## src/rtl/irq_trig_pkg.sv

```systemverilog
package irq_trig_pkg;
  typedef struct packed {
    logic both;
    logic edge_sel;
    logic inv;
  } trig_mode_t;

  function automatic logic mode_is_edge(trig_mode_t m);
    return m.both | m.edge_sel;
  endfunction
endpackage

```

## src/rtl/irq_trig_sync.sv

```systemverilog
module irq_trig_sync #(
  parameter int STAGES = 2
) (
  input  logic clk,
  input  logic rst_n,
  input  logic d_i,
  output logic q_o
);
  logic [STAGES-1:0] chain_q;
  logic [STAGES-1:0] chain_d;

  always_comb chain_d = {chain_q[STAGES-2:0], d_i};

  always_ff @(posedge clk or negedge rst_n) begin
    if (!rst_n) chain_q <= '0;
    else        chain_q <= chain_d;
  end

  assign q_o = chain_q[STAGES-1];
endmodule

```

## src/rtl/irq_trig_chan.sv

```systemverilog
module irq_trig_chan
  import irq_trig_pkg::*;
#(
  parameter int SYNC_STAGES = 2
) (
  input  logic       clk,
  input  logic       rst_n,
  input  logic       en_i,
  input  logic       pad_i,
  input  trig_mode_t mode_i,
  output logic       irq_o
);
  logic       sync_s;
  logic       prev_q, prev_d;
  trig_mode_t mode_q, mode_d;
  logic       irq_q, irq_d;
  logic       hit, cond_now, cond_prev, mode_chg;

  irq_trig_sync #(.STAGES(SYNC_STAGES)) u_sync (
    .clk  (clk),
    .rst_n(rst_n),
    .d_i  (pad_i),
    .q_o  (sync_s)
  );

  always_comb begin
    mode_chg  = (mode_i != mode_q);
    cond_now  = sync_s ^ mode_i.inv;
    cond_prev = prev_q ^ mode_i.inv;
    if (mode_i.both)          hit = sync_s ^ prev_q;
    else if (mode_i.edge_sel) hit = cond_now & ~cond_prev;
    else                      hit = cond_now;
    if (mode_is_edge(mode_i) && mode_chg) hit = 1'b0;
    irq_d  = en_i & hit;
    prev_d = sync_s;
    mode_d = mode_i;
  end

  always_ff @(posedge clk or negedge rst_n) begin
    if (!rst_n) begin
      prev_q <= 1'b0;
      mode_q <= '0;
      irq_q  <= 1'b0;
    end else begin
      prev_q <= prev_d;
      mode_q <= mode_d;
      irq_q  <= irq_d;
    end
  end

  assign irq_o = irq_q;

  assert_gated_low_R7: assert property (@(posedge clk) disable iff (!rst_n)
    !en_i |=> !irq_o);

  assert_mode_switch_quiet_R8: assert property (@(posedge clk) disable iff (!rst_n)
    (mode_is_edge(mode_i) && (mode_i != mode_q)) |=> !irq_o);

  assert_level_high_R2: assert property (@(posedge clk) disable iff (!rst_n)
    (en_i && !mode_i.both && !mode_i.edge_sel && !mode_i.inv) |=> (irq_o == $past(sync_s)));

  assert_level_low_R3: assert property (@(posedge clk) disable iff (!rst_n)
    (en_i && !mode_i.both && !mode_i.edge_sel && mode_i.inv) |=> (irq_o == !$past(sync_s)));

  assert_any_edge_R6: assert property (@(posedge clk) disable iff (!rst_n)
    (en_i && mode_i.both && (mode_i == mode_q))
      |=> (irq_o == ($past(sync_s) != $past(sync_s, 2))));
endmodule

```

## src/rtl/irq_trig_cond.sv

```systemverilog
module irq_trig_cond
  import irq_trig_pkg::*;
#(
  parameter int NCH         = 4,
  parameter int SYNC_STAGES = 2
) (
  input  logic           clk,
  input  logic           rst_n,
  input  logic           en_i,
  input  logic [NCH-1:0] pad_i,
  input  logic [NCH-1:0] edge_i,
  input  logic [NCH-1:0] inv_i,
  input  logic [NCH-1:0] both_i,
  output logic [NCH-1:0] irq_o
);
  for (genvar c = 0; c < NCH; c++) begin : g_chan
    trig_mode_t mode_c;
    always_comb begin
      mode_c.both     = both_i[c];
      mode_c.edge_sel = edge_i[c];
      mode_c.inv      = inv_i[c];
    end
    irq_trig_chan #(.SYNC_STAGES(SYNC_STAGES)) u_chan (
      .clk   (clk),
      .rst_n (rst_n),
      .en_i  (en_i),
      .pad_i (pad_i[c]),
      .mode_i(mode_c),
      .irq_o (irq_o[c])
    );
  end
endmodule

```

## config.mk

```make
export PLATFORM = sky130hd
export DESIGN_NAME = irq_trig_cond
export DESIGN_NICKNAME = d
export VERILOG_FILES = /design/src/rtl/irq_trig_pkg.sv /design/src/rtl/irq_trig_sync.sv /design/src/rtl/irq_trig_chan.sv /design/src/rtl/irq_trig_cond.sv
export SDC_FILE = /design/constraint.sdc
export NUM_CORES = 1
export LEC_CHECK = 0
export ABC_AREA = 1
export CORE_UTILIZATION = 53
export DETAILED_ROUTE_END_ITERATION = 12
export PLACE_DENSITY = 0.82
export REMOVE_ABC_BUFFERS = 1
export SLEW_MARGIN = 15
export SYNTH_ARGS = -nofsm -noshare
export SYNTH_HDL_FRONTEND = slang
export SYNTH_HIERARCHICAL = 1
export SYNTH_SLANG_ARGS = --single-unit
```

## constraint.sdc

```tcl
create_clock -name clk -period 1.6 [get_ports clk]
set_input_delay 0.32 -clock clk [delete_from_list [all_inputs] [get_ports clk]]
set_output_delay 0.32 -clock clk [all_outputs]
set_load 0.005 [all_outputs]
```

Word-level counts from Yosys, hierarchy flattened
Index checks and enable logic that the tools add are counted.
- equal/unequal tests: 4
- multiplexer cells: 12
- bitwise operators: 28
- reductions and logical operators: 4
- operators with widths (cell ; count):
    1-bit two-way mux ; 12
    3-bit != test ; 4
    1-bit bitwise XOR ; 12
    1-bit AND ; 8
    1-bit logical AND ; 4
    1-bit NOT ; 4
    1-bit OR ; 4
- flip-flop bits (word level): 28
- bits of input ports: 19
- output and inout bits: 4
- logic and storage cells: 72

Depth between registers and ports, before layout
Gate-level depths: netlist of run 1.
- depth after elaboration: 7
- mapped depth: 6
- gate-level depth less buffers: 6

Cells and area by module
Netlist of run 1, hierarchy kept.
- by module, submodules not included (module ; instances ; cells an instance ; area an instance (sq um) ; seq. area each (sq um)):
    irq_trig_chan ; 4 ; 30 ; 235.2 ; 125.1
    irq_trig_sync ; 4 ; 2 ; 50.0 ; 50.0

Least setup slack after synthesis of run 1
No wires, ideal clock.
- path kind: flip-flop to flip-flop
- from: reg g_chan[0].u_chan.u_sync.chain_q[1]
- to: reg g_chan[0].u_chan.irq_q
- setup time: 0.073 ns
- data arrival time: 0.713 ns
- data required time: 1.527 ns
- path slack: 0.814 ns
- cell stages (with the launch flop): 6
- buffers on the path: 0
- clock period less this slack: 0.786 ns
- cells stage by stage: dfrtp_1 inv_2 nand2_1 nand3_1 nand3_1 a21oi_2
- cells in the longest elaborated chain, start to end: 6
- elaborated cells on any way between the ends: 7
- those cells by class: mux: 3; bitwise: 4
- RTL lines (what ; line ; text):
    start: declaration ; irq_trig_sync.sv:9 ; logic [STAGES-1:0] chain_q;
    start signal: assignment ; irq_trig_sync.sv:16 ; else chain_q <= chain_d;
    1-bit bitwise XOR ; irq_trig_chan.sv:28 ; cond_now = sync_s ^ mode_i.inv;
    1-bit AND ; irq_trig_chan.sv:31 ; else if (mode_i.edge_sel) hit = cond_now & ~cond_prev;
    1-bit two-way mux ; irq_trig_chan.sv:31 ;
    1-bit two-way mux (*) ; irq_trig_chan.sv:30 ; if (mode_i.both) hit = sync_s ^ prev_q;
    1-bit two-way mux (*) ; irq_trig_chan.sv:33 ; if (mode_is_edge(mode_i) && mode_chg) hit = 1'b0;
    1-bit AND (*) ; irq_trig_chan.sv:34 ; irq_d = en_i & hit;
    named net g_chan[0].u_chan.irq_d ; irq_trig_chan.sv:16 ; logic irq_q, irq_d;
    end signal: assignment ; irq_trig_chan.sv:47 ; irq_q <= irq_d;
    end: declaration ; irq_trig_chan.sv:16 ;
The timed path passes the listed nets; every way through them passes the cells marked *.

Final worst setup path of run 1
- from: reg g_chan[3].u_chan.irq_q
- to: out irq_o[3]
- RTL lines (what ; line ; text):
    start: declaration ; irq_trig_chan.sv:16 ;
    start signal: assignment ; irq_trig_chan.sv:47 ;
    end: declaration ; irq_trig_cond.sv:14 ; output logic [NCH-1:0] irq_o
No word-level cell between the ends.

==> flow_summary.toml, run 1 <==
[floorplanning]
start_util_pct = 57.00
dieArea_sq_um = 2343
core_sq_um = 2002
io_pins = 23
num_rows = 16
fp.dieW_microns = 48.40
die_y_microns = 48.40

[route]
vias = 839
viasPerCell = 4.610
drtPass1Iterations = 4
wl_per_cell_microns = 9.346
drt_iter0_drc = 14
wl_met1_microns = 778
wirelength_microns = 1701
drc_errors = 0
antenna_left = 0
dr.max_layer_used = "met4"
wl_met3_microns = 63
met2_length_microns = 816

[worst_setup_path]
crit_path_top_delay_cell = "clkdlybuf4s50_1"
worstPathMaxFanout = 1
cp-start-kind = "flop"
crit_type = "reg2out"
slowest_delay_ns = 0.49
crit_path_cell_trace = "clkdlybuf4s50_1"
cp_top_family = "buffers and inverters"
critPathCaptureType = "output port"
cp.required_ns = 1.28
arrival_ns = 1.17
timing.critical_path.buf_inv = 1

[cells_and_area]
n_antenna_cell = 0
syn_to_final_growth_pct = 26.10
drive_gt1_share_pct = 16.13
nets = 175
fill_cells = 155
finish.instance_area_sq_um = 1439

[timing]
hold_ws_ns = 0.3472
max_freq_mhz = 672.1
layout_setup_ws_ns = 0.1121
tns_ns = 0
grt_setup_unrepaired = "false"
fin_crit_sh_pct = 92.99
fin_crit_ns = 1.488
hold_viol = 0
relSlewSlack_pct = 77.39
drv_slew = 0
skew_ns = 0.002317
setup_viol = 0
max_slew.worst_pin.slew_ns = 0.3391

[logic_synthesis]
avgSynthCellArea_sq_um = 8.915
synthSimpleGateAreaFrac_pct = 23.25
synthAdderAreaFrac_pct = 0
synth_area_leaders = "dfrtp_1 (61%), nand2_1 (14%), nand3_1 (5.3%), inv_1 (5.3%), inv_2 (3.9%)"
synth_edf_count = 0
synth_ff_type = "dfrtp_1"
synth_top_family_by_area = "simple AND/OR/NAND/NOR gates"
synth_commonest_cells = "nand2_1 (44), dfrtp_1 (28), inv_1 (16), inv_2 (12), nand3_1 (12)"
yosysTopAreaCellShare_pct = 61.40
synthArstFlopShare_pct = 100.0
yosys.area.top_type = "dfrtp_1"
synth-xor-area-share_pct = 3.070
synthMostInstantiatedCell = "nand2_1"
synth_compound_area_share_pct = 3.070
synthesis.area_sq_um = 1141
yosys-mux-area-fraction_pct = 0
ys_warn_count = 6
ys_ff_latch = 28
seq_area_frac_synth_pct = 61.40
ys_types = 9
syn_inst = 128

[pwr]
powerDensity_nw_per_um2 = 874.8
intPower_mw = 0.9682
sw_frac_of_total_pct = 23.08
peakVddDrop_v = 0.0005962
seq_power_share_pct = 60.5
power.share.clock_pct = 26.1
leakage_nw = 0.7494
combinationalPowerShare_pct = 13.4
switching_power_mw = 0.2905

[clock_network]
cts.sinks = 28
clock_latency_ns = 0.32
cts_max_level = 1
postCtsHoldBufs = 0
ctsLongestPathBuffers = 2
cts_setup_buffers = 0
clkSlewWorstSetupHoldPaths_ns = 0.13
clock-root-buffer = "clkbuf_4"
cts_made_buffers = 3
tritoncts = "built"
cts_resized = 0

[min_path]
hold_path_class = "in2async"

[global_routing]
grt_max_degree = 29
antenna_found_initial = 0
grt_overflow = 0
grt_pass1_wl_microns = 3443
grt_pass1_vias = 850
grt_usage_pct = 19.46

[placed_design]
hpwlAfterDp_microns = 1317
preCtsSetupSlack_ns = 0.2254
place_area_sq_um = 1403
port_buffers = 22
place.gp.congestion = 0.8551

[run_status]
status = "completed"

[flow_run]
maxCapViolCount = 0
[worst paths after layout]
path                                                           endpoint  cells after the start  slack (ns)                                          from
max                                                            irq_o[3]                      1        0.11              g_chan[3].u_chan/irq_o$_DFF_PN0_
min                                g_chan[1].u_chan/mode_q[1]$_DFF_PN0_                      2        0.35                                         rst_n
max reg2reg                            g_chan[3].u_chan/irq_o$_DFF_PN0_                      5        0.70  g_chan[3].u_chan/u_sync/chain_q[1]$_DFF_PN0_
min reg2reg                g_chan[2].u_chan/u_sync/chain_q[1]$_DFF_PN0_                      0        0.36  g_chan[2].u_chan/u_sync/chain_q[0]$_DFF_PN0_
max in group asynchronous          g_chan[1].u_chan/mode_q[0]$_DFF_PN0_                      2        1.00                                         rst_n
min in group clk           g_chan[2].u_chan/u_sync/chain_q[1]$_DFF_PN0_                      0        0.36  g_chan[2].u_chan/u_sync/chain_q[0]$_DFF_PN0_
[per-layer routing]
layer,global-route usage (%),up-vias
met2,33.33,18
met3,4.088,5
li1,-,434
met1,23.06,382
met5,0,-
met4,10.29,0
[per-stage QoR]
stage	utilization, %	instances	power (mW)
2_1_floorplan	-	128	0.8508
3_3_place_gp	70.06	178	0.9387
3_5_place_dp	70.06	178	0.9466
4_1_cts	71.88	182	1.284
5_1_grt	71.88	182	1.327
6_report	71.88	182	1.259
[cell families after synthesis]
family / count (synthesis)
buf+inv: 28
compound gates: 4
flops: 28
simple gates: 64
xor+xnor: 4
[registers in the layout, indices dropped and copies added, names as in the netlist]
signal	flops
g_chan.u_chan/mode_q	12
g_chan.u_chan/u_sync/chain_q	8
g_chan.u_chan/irq_o	4
g_chan.u_chan/prev_q	4
[cell type report]
class / count / area, sq um / area share [%]
well taps: 27 / 33.78 / 2.348
clock buffers: 4 / 36.28 / 2.522
repair buffers: 23 / 227.7 / 15.83
multi-input cells: 72 / 335.3 / 23.30
flip-flops and latches: 28 / 700.7 / 48.70
inverters: 28 / 105.1 / 7.304
[power groups by stage]
stage	Clock [mW]	Combinational [mW]	Sequential, mW
3_5_place_dp	0	0.171	0.776
3_3_place_gp	0	0.164	0.774
2_1_floorplan	0	0.0777	0.773
4_1_cts	0.351	0.171	0.762
6_report	0.328	0.169	0.762
5_1_grt	0.365	0.194	0.768
[layout by cell type (no fill, tap or decap)]
cell / n
a21oi_2: 4
buf_4: 1
clkbuf_4: 3
clkbuf_8: 1
clkdlybuf4s50_1: 22
dfrtp_1: 28
inv_1: 16
inv_2: 12
nand2_1: 44
nand2_2: 4
nand3_1: 12
nor2_1: 4
xnor2_1: 4
No activity file was read; power rests on OpenSTA's default activity.
==> run 2, diff against run 1 <==
--- a/config.mk
+++ b/config.mk
@@ -5,10 +5,9 @@
 export SDC_FILE = /design/constraint.sdc
 export NUM_CORES = 1
 export LEC_CHECK = 0
-export ABC_AREA = 1
-export CORE_UTILIZATION = 53
+export CORE_UTILIZATION = 51
 export DETAILED_ROUTE_END_ITERATION = 12
-export PLACE_DENSITY = 0.82
+export PLACE_DENSITY = 0.81
 export REMOVE_ABC_BUFFERS = 1
 export SLEW_MARGIN = 15
 export SYNTH_ARGS = -nofsm -noshare
==> run 2 against run 1 <==
  * Synthesized cell count fell by 44%
  * Sequential power barely moved
  * Combinational power fell by 19%
  * Power fell by 7.4%
  * Clock skew rose by 0.0065 ns
  * Wire length fell by 15%
  * Core utilization barely moved
  * Die area fell by 9.8%
  * Worst setup slack barely moved
  * Sequential share of layout area rose by 6.6 points
  * Critical path type unchanged
  * Synthesized area fell by 14%
  * Flip-flop and latch count did not move
==> flow_summary.toml, run 2 <==
[clock_network]
cts_max_level = 1
tritoncts = "built"
cts_made_buffers = 3
clock_latency_ns = 0.31
clock-root-buffer = "clkbuf_4"
clkSlewWorstSetupHoldPaths_ns = 0.14
postCtsHoldBufs = 0
cts_setup_buffers = 0
ctsLongestPathBuffers = 2
cts_resized = 0
cts.sinks = 28

[route]
viasPerCell = 5.073
drc_errors = 0
wl_per_cell_microns = 11.75
vias = 624
drtPass1Iterations = 4
antenna_left = 0
drt_iter0_drc = 11
wirelength_microns = 1445

[logic_synthesis]
ys_types = 9
synth_commonest_cells = "dfrtp_1 (28), nor2_1 (12), xor2_1 (8)"
syn_inst = 72
synthMostInstantiatedCell = "dfrtp_1"
synth_edf_count = 0
yosys.area.top_type = "dfrtp_1"
avgSynthCellArea_sq_um = 13.69
synthesis.area_sq_um = 985.9
synth_ff_type = "dfrtp_1"
yosysTopAreaCellShare_pct = 71.07
ys_ff_latch = 28
ys_warn_count = 6
seq_area_frac_synth_pct = 71.07
synth_area_leaders = "dfrtp_1 (71%), xor2_1 (7.1%), nor2_1 (4.6%), o221ai_1 (3.6%), xnor2_1 (3.6%)"
synthArstFlopShare_pct = 100.0

[cells_and_area]
largest_reg_flops = 12
final_cell_mix = "dfrtp_1 (28), clkdlybuf4s50_1 (22), nor2_1 (12), xor2_1 (8)"
utilization_pct = 71.84
drive_gt1_share_pct = 4.082
reg_top3 = "g_chan.u_chan/mode_q x12, g_chan.u_chan/u_sync/chain_q x8"
syn_to_final_growth_pct = 28.55
final_common_cell = "dfrtp_1"
regMostFlops = "g_chan.u_chan/mode_q"
nets = 119
n_antenna_cell = 0

[pwr]
powerDensity_nw_per_um2 = 919.5
seq_power_share_pct = 65.4
combinationalPowerShare_pct = 11.8
switching_power_mw = 0.2550
power.share.clock_pct = 22.9
power_mw = 1.165
sw_frac_of_total_pct = 21.88
leakage_nw = 0.5410
peakVddDrop_v = 0.0006450
intPower_mw = 0.9104

[placed_design]
hpwlAfterDp_microns = 1095
preCtsSetupSlack_ns = 0.2213
port_buffers = 22
place.gp.congestion = 0.6848

[global_routing]
grt_pass1_vias = 594
grt_overflow = 0
grt_max_degree = 29
antenna_found_initial = 0
grt_pass1_wl_microns = 2394
grt_usage_pct = 16.39

[timing]
drv_slew = 0
max_slew.worst_pin.slew_ns = 0.3296
setup_viol = 0
hold_viol = 0
grt_setup_unrepaired = "false"
fin_crit_sh_pct = 92.99
relSlewSlack_pct = 78.03
tns_ns = 0
layout_setup_ws_ns = 0.1121
fin_crit_ns = 1.488
max_freq_mhz = 672.1
skew_ns = 0.008856

[floorplanning]
die_y_microns = 45.97
core_sq_um = 1764
start_util_pct = 55.89
fp.dieW_microns = 45.97
num_rows = 15
io_pins = 23
dieArea_sq_um = 2113

[worst_setup_path]
worstPathMaxFanout = 1
cp-start-kind = "flop"
crit_type = "reg2out"
cp.required_ns = 1.28
cp_top_family = "buffers and inverters"
crit_path_cell_trace = "clkdlybuf4s50_1"
timing.critical_path.buf_inv = 1
slowest_delay_ns = 0.50
arrival_ns = 1.17
crit_path_top_delay_cell = "clkdlybuf4s50_1"
critPathCaptureType = "output port"

[flow_run]
maxCapViolCount = 0

[min_path]
hold_path_class = "in2async"

[run_status]
status = "completed"
==> run 2: cell count changes after synthesis, moves of 8 or more <==
cell / change
nand2_1: -44
inv_1: -16
inv_2: -12
nand3_1: -12
nor2_1: +8
xor2_1: +8
==> run 2: power groups by stage <==
stage	combinational [mW]	clock [mW]	sequential, mW
2_1_floorplan	0.0485	0	0.774
3_3_place_gp	0.136	0	0.774
3_5_place_dp	0.139	0	0.777
4_1_cts	0.140	0.273	0.763
5_1_grt	0.154	0.298	0.766
6_report	0.137	0.266	0.762
==> run 2: worst register-to-register path, stage by stage (launching register included) <==
cell	delay (ns)
dfrtp_1	0.42
and3_1	0.19
o211ai_1	0.17
a21oi_1	0.09
==> run 2: per-layer routing <==
layer | vias up | global-route usage (%) | part of all wire, %
li1 | 312 | - | -
met1 | 293 | 21.51 | 46
met2 | 17 | 27.04 | 48
met3 | 2 | 3.571 | 4.5
met4 | 0 | 5.294 | 0.90
met5 | - | 0 | 0
==> run 2: final timing paths <==
check	from	endpoint	slack, ns	cells past startpoint
min reg2reg	g_chan[1].u_chan/u_sync/chain_q[0]$_DFF_PN0_	g_chan[1].u_chan/u_sync/chain_q[1]$_DFF_PN0_	0.36	0
min	rst_n	g_chan[3].u_chan/irq_o$_DFF_PN0_	0.36	2
max in group asynchronous	rst_n	g_chan[1].u_chan/u_sync/chain_q[1]$_DFF_PN0_	0.98	2
max reg2reg	g_chan[2].u_chan/mode_q[2]$_DFF_PN0_	g_chan[2].u_chan/irq_o$_DFF_PN0_	0.64	3
min in group clk	g_chan[1].u_chan/u_sync/chain_q[0]$_DFF_PN0_	g_chan[1].u_chan/u_sync/chain_q[1]$_DFF_PN0_	0.36	0
max	g_chan[0].u_chan/irq_o$_DFF_PN0_	irq_o[0]	0.11	1
==> run 2: final cells by class <==
class	count	area [sq um]
multi-input cells	44	285.3
flip-flops and latches	28	700.7
repair buffers	23	227.7
well taps	25	31.28
fillers	132	496.7
clock buffers	3	22.52
==> run 2: cells by family after synthesis <==
family / Yosys count / synth area share, %
AO/OA/AOI/OAI: 16 / 11.17
flip-flops: 28 / 71.07
XOR/XNOR: 12 / 10.66
AND/OR/NAND/NOR: 16 / 7.106
==> run 2: metrics by stage <==
step | instance area [sq um] | std cells | hold WS [ns]
after floorplan | 985.9 | 72 | 0.02441
final | 1267 | 123 | 0.3631
after global routing | 1267 | 123 | 0.3815
after global placement | 1245 | 120 | 0.3325
after detailed placement | 1245 | 120 | 0.3373
after CTS | 1267 | 123 | 0.3671
==> run 3, diff against run 2 <==
--- a/config.mk
+++ b/config.mk
@@ -5,9 +5,9 @@
 export SDC_FILE = /design/constraint.sdc
 export NUM_CORES = 1
 export LEC_CHECK = 0
-export CORE_UTILIZATION = 51
+export CORE_UTILIZATION = 40
 export DETAILED_ROUTE_END_ITERATION = 12
-export PLACE_DENSITY = 0.81
+export PLACE_DENSITY = 0.66
 export REMOVE_ABC_BUFFERS = 1
 export SLEW_MARGIN = 15
 export SYNTH_ARGS = -nofsm -noshare
==> run 3 against run 2 <==
  * Core utilization decreased by 15 points
  * First-iteration DRC count unchanged
  * Flip-flop and latch count unchanged
  * Via count increased by 3.7%
  * Sequential power about the same
  * Critical path depth unchanged
  * Wire length increased by 8.0%
  * Cell count increased by 3.3%
  * Sequential share of layout area decreased by 1.4 points
  * Largest power group unchanged
==> flow_summary.toml, run 3 (synthesized netlist as in run 2, its figures left out) <==
[clock_network]
cts_made_buffers = 3
cts_resized = 0
postCtsHoldBufs = 0
cts.sinks = 28
cts_max_level = 1
clkSlewWorstSetupHoldPaths_ns = 0.14
cts_setup_buffers = 0
ctsLongestPathBuffers = 2
clock_latency_ns = 0.32
tritoncts = "built"
clock-root-buffer = "clkbuf_4"

[route]
drc_errors = 0
drtPass1Iterations = 3
viasPerCell = 5.094
vias = 647
wl_per_cell_microns = 12.29
drt_iter0_drc = 11
antenna_left = 0
wirelength_microns = 1561

[floorplanning]
die_y_microns = 51.65
core_sq_um = 2276
num_rows = 17
dieArea_sq_um = 2667
start_util_pct = 43.32
io_pins = 23
fp.dieW_microns = 51.65

[worst_setup_path]
worstPathMaxFanout = 1
arrival_ns = 1.17
crit_type = "reg2out"
r2r-start = "g_chan[0].u_chan/mode_q[2]$_DFF_PN0_"
worst-r2r-setup-slack_ns = 0.61
rr_endpoint = "g_chan[0].u_chan/irq_o$_DFF_PN0_"
critPathCaptureType = "output port"
ff2ff_path_depth = 3
cp.required_ns = 1.28
slowest_delay_ns = 0.49
cp-start-kind = "flop"
cp_top_family = "buffers and inverters"
timing.critical_path.buf_inv = 1
crit_path_top_delay_cell = "clkdlybuf4s50_1"
path_depth = 1
crit_path_cell_trace = "clkdlybuf4s50_1"

[cells_and_area]
drive_gt1_share_pct = 5.051
syn_to_final_growth_pct = 31.98
largest_reg_flops = 12
nets = 119
regMostFlops = "g_chan.u_chan/mode_q"
final_cells = 127
final_common_cell = "dfrtp_1"
n_antenna_cell = 0
final_cell_mix = "dfrtp_1 (28), clkdlybuf4s50_1 (22), nor2_1 (12), xor2_1 (8)"
reg_top3 = "g_chan.u_chan/mode_q x12, g_chan.u_chan/u_sync/chain_q x8"

[timing]
layout_setup_ws_ns = 0.1146
fin_crit_sh_pct = 92.84
relSlewSlack_pct = 77.79
grt_setup_unrepaired = "false"
drv_slew = 0
skew_ns = 0.008528
max_freq_mhz = 673.2
setup_viol = 0
hold_viol = 0
hold_ws_ns = 0.3538
tns_ns = 0
fin_crit_ns = 1.485
max_slew.worst_pin.slew_ns = 0.3332

[global_routing]
antenna_found_initial = 0
grt_usage_pct = 14.34
grt_pass1_wl_microns = 2746
grt_max_degree = 29
grt_pass1_vias = 661
grt_overflow = 0

[placed_design]
port_buffers = 22
dp.cells = 123
preCtsSetupSlack_ns = 0.1957
hpwlAfterDp_microns = 1093
place.gp.congestion = 0.6550

[pwr]
seq_power_share_pct = 56.6
combinationalPowerShare_pct = 10.3
powerDensity_nw_per_um2 = 1035
power.share.clock_pct = 33.1
switching_power_mw = 0.2703
peakVddDrop_v = 0.0006433
sw_frac_of_total_pct = 20.08
leakage_nw = 0.5551
intPower_mw = 1.076

[min_path]
hold_path_class = "in2async"

[flow_run]
maxCapViolCount = 0

[run_status]
status = "completed"
-- run 3: how the worst max path moves through the flow --
stage                                          from                               end  slack, ns
3_3_place_gp                               inv_i[3]  g_chan[3].u_chan/irq_o$_DFF_PN0_       0.23
5_1_grt            g_chan[2].u_chan/irq_o$_DFF_PN0_                          irq_o[2]       0.04
3_5_place_dp                               inv_i[1]  g_chan[1].u_chan/irq_o$_DFF_PN0_       0.20
6_report           g_chan[2].u_chan/irq_o$_DFF_PN0_                          irq_o[2]       0.11
4_1_cts            g_chan[2].u_chan/irq_o$_DFF_PN0_                          irq_o[2]       0.09
2_1_floorplan  g_chan[0].u_chan/mode_q[2]$_DFF_PN0_  g_chan[0].u_chan/irq_o$_DFF_PN0_       0.71
-- run 3: final cells by class --
class | count | area, sq um
Fill cell | 200 | 974.7
Sequential cell | 28 | 700.7
Multi-Input combinational cell | 44 | 285.3
Timing Repair Buffer | 23 | 227.7
Tap cell | 28 | 35.03
Clock inverter | 1 | 30.03
Clock buffer | 3 | 22.52
-- run 3: stage by stage --
stage / util (%) / power, mW / cell area (sq um)
floorplan: - / 0.8220 / 985.9
finish: 57.17 / 1.346 / 1301
detailed placement: 54.87 / 0.9160 / 1249
global placement: 54.87 / 0.9116 / 1249
CTS: 57.17 / 1.367 / 1301
global route: 57.17 / 1.415 / 1301
-- run 3: power by group through the flow --
stage          sequential (mW)  combinational (mW)  clock, mW
2_1_floorplan            0.774              0.0485          0
3_3_place_gp             0.775               0.137          0
6_report                 0.762               0.139      0.445
4_1_cts                  0.762               0.142      0.463
5_1_grt                  0.767               0.155      0.493
3_5_place_dp             0.776               0.140          0
-- run 3: per-layer routing --
layer / vias to the layer above / track usage, % / part of all wire, %
li1: 311 / - / -
met1: 318 / 17.67 / 43
met2: 14 / 23.59 / 51
met3: 4 / 2.632 / 4.0
met4: 0 / 8.108 / 1.7
met5: - / 0 / 0
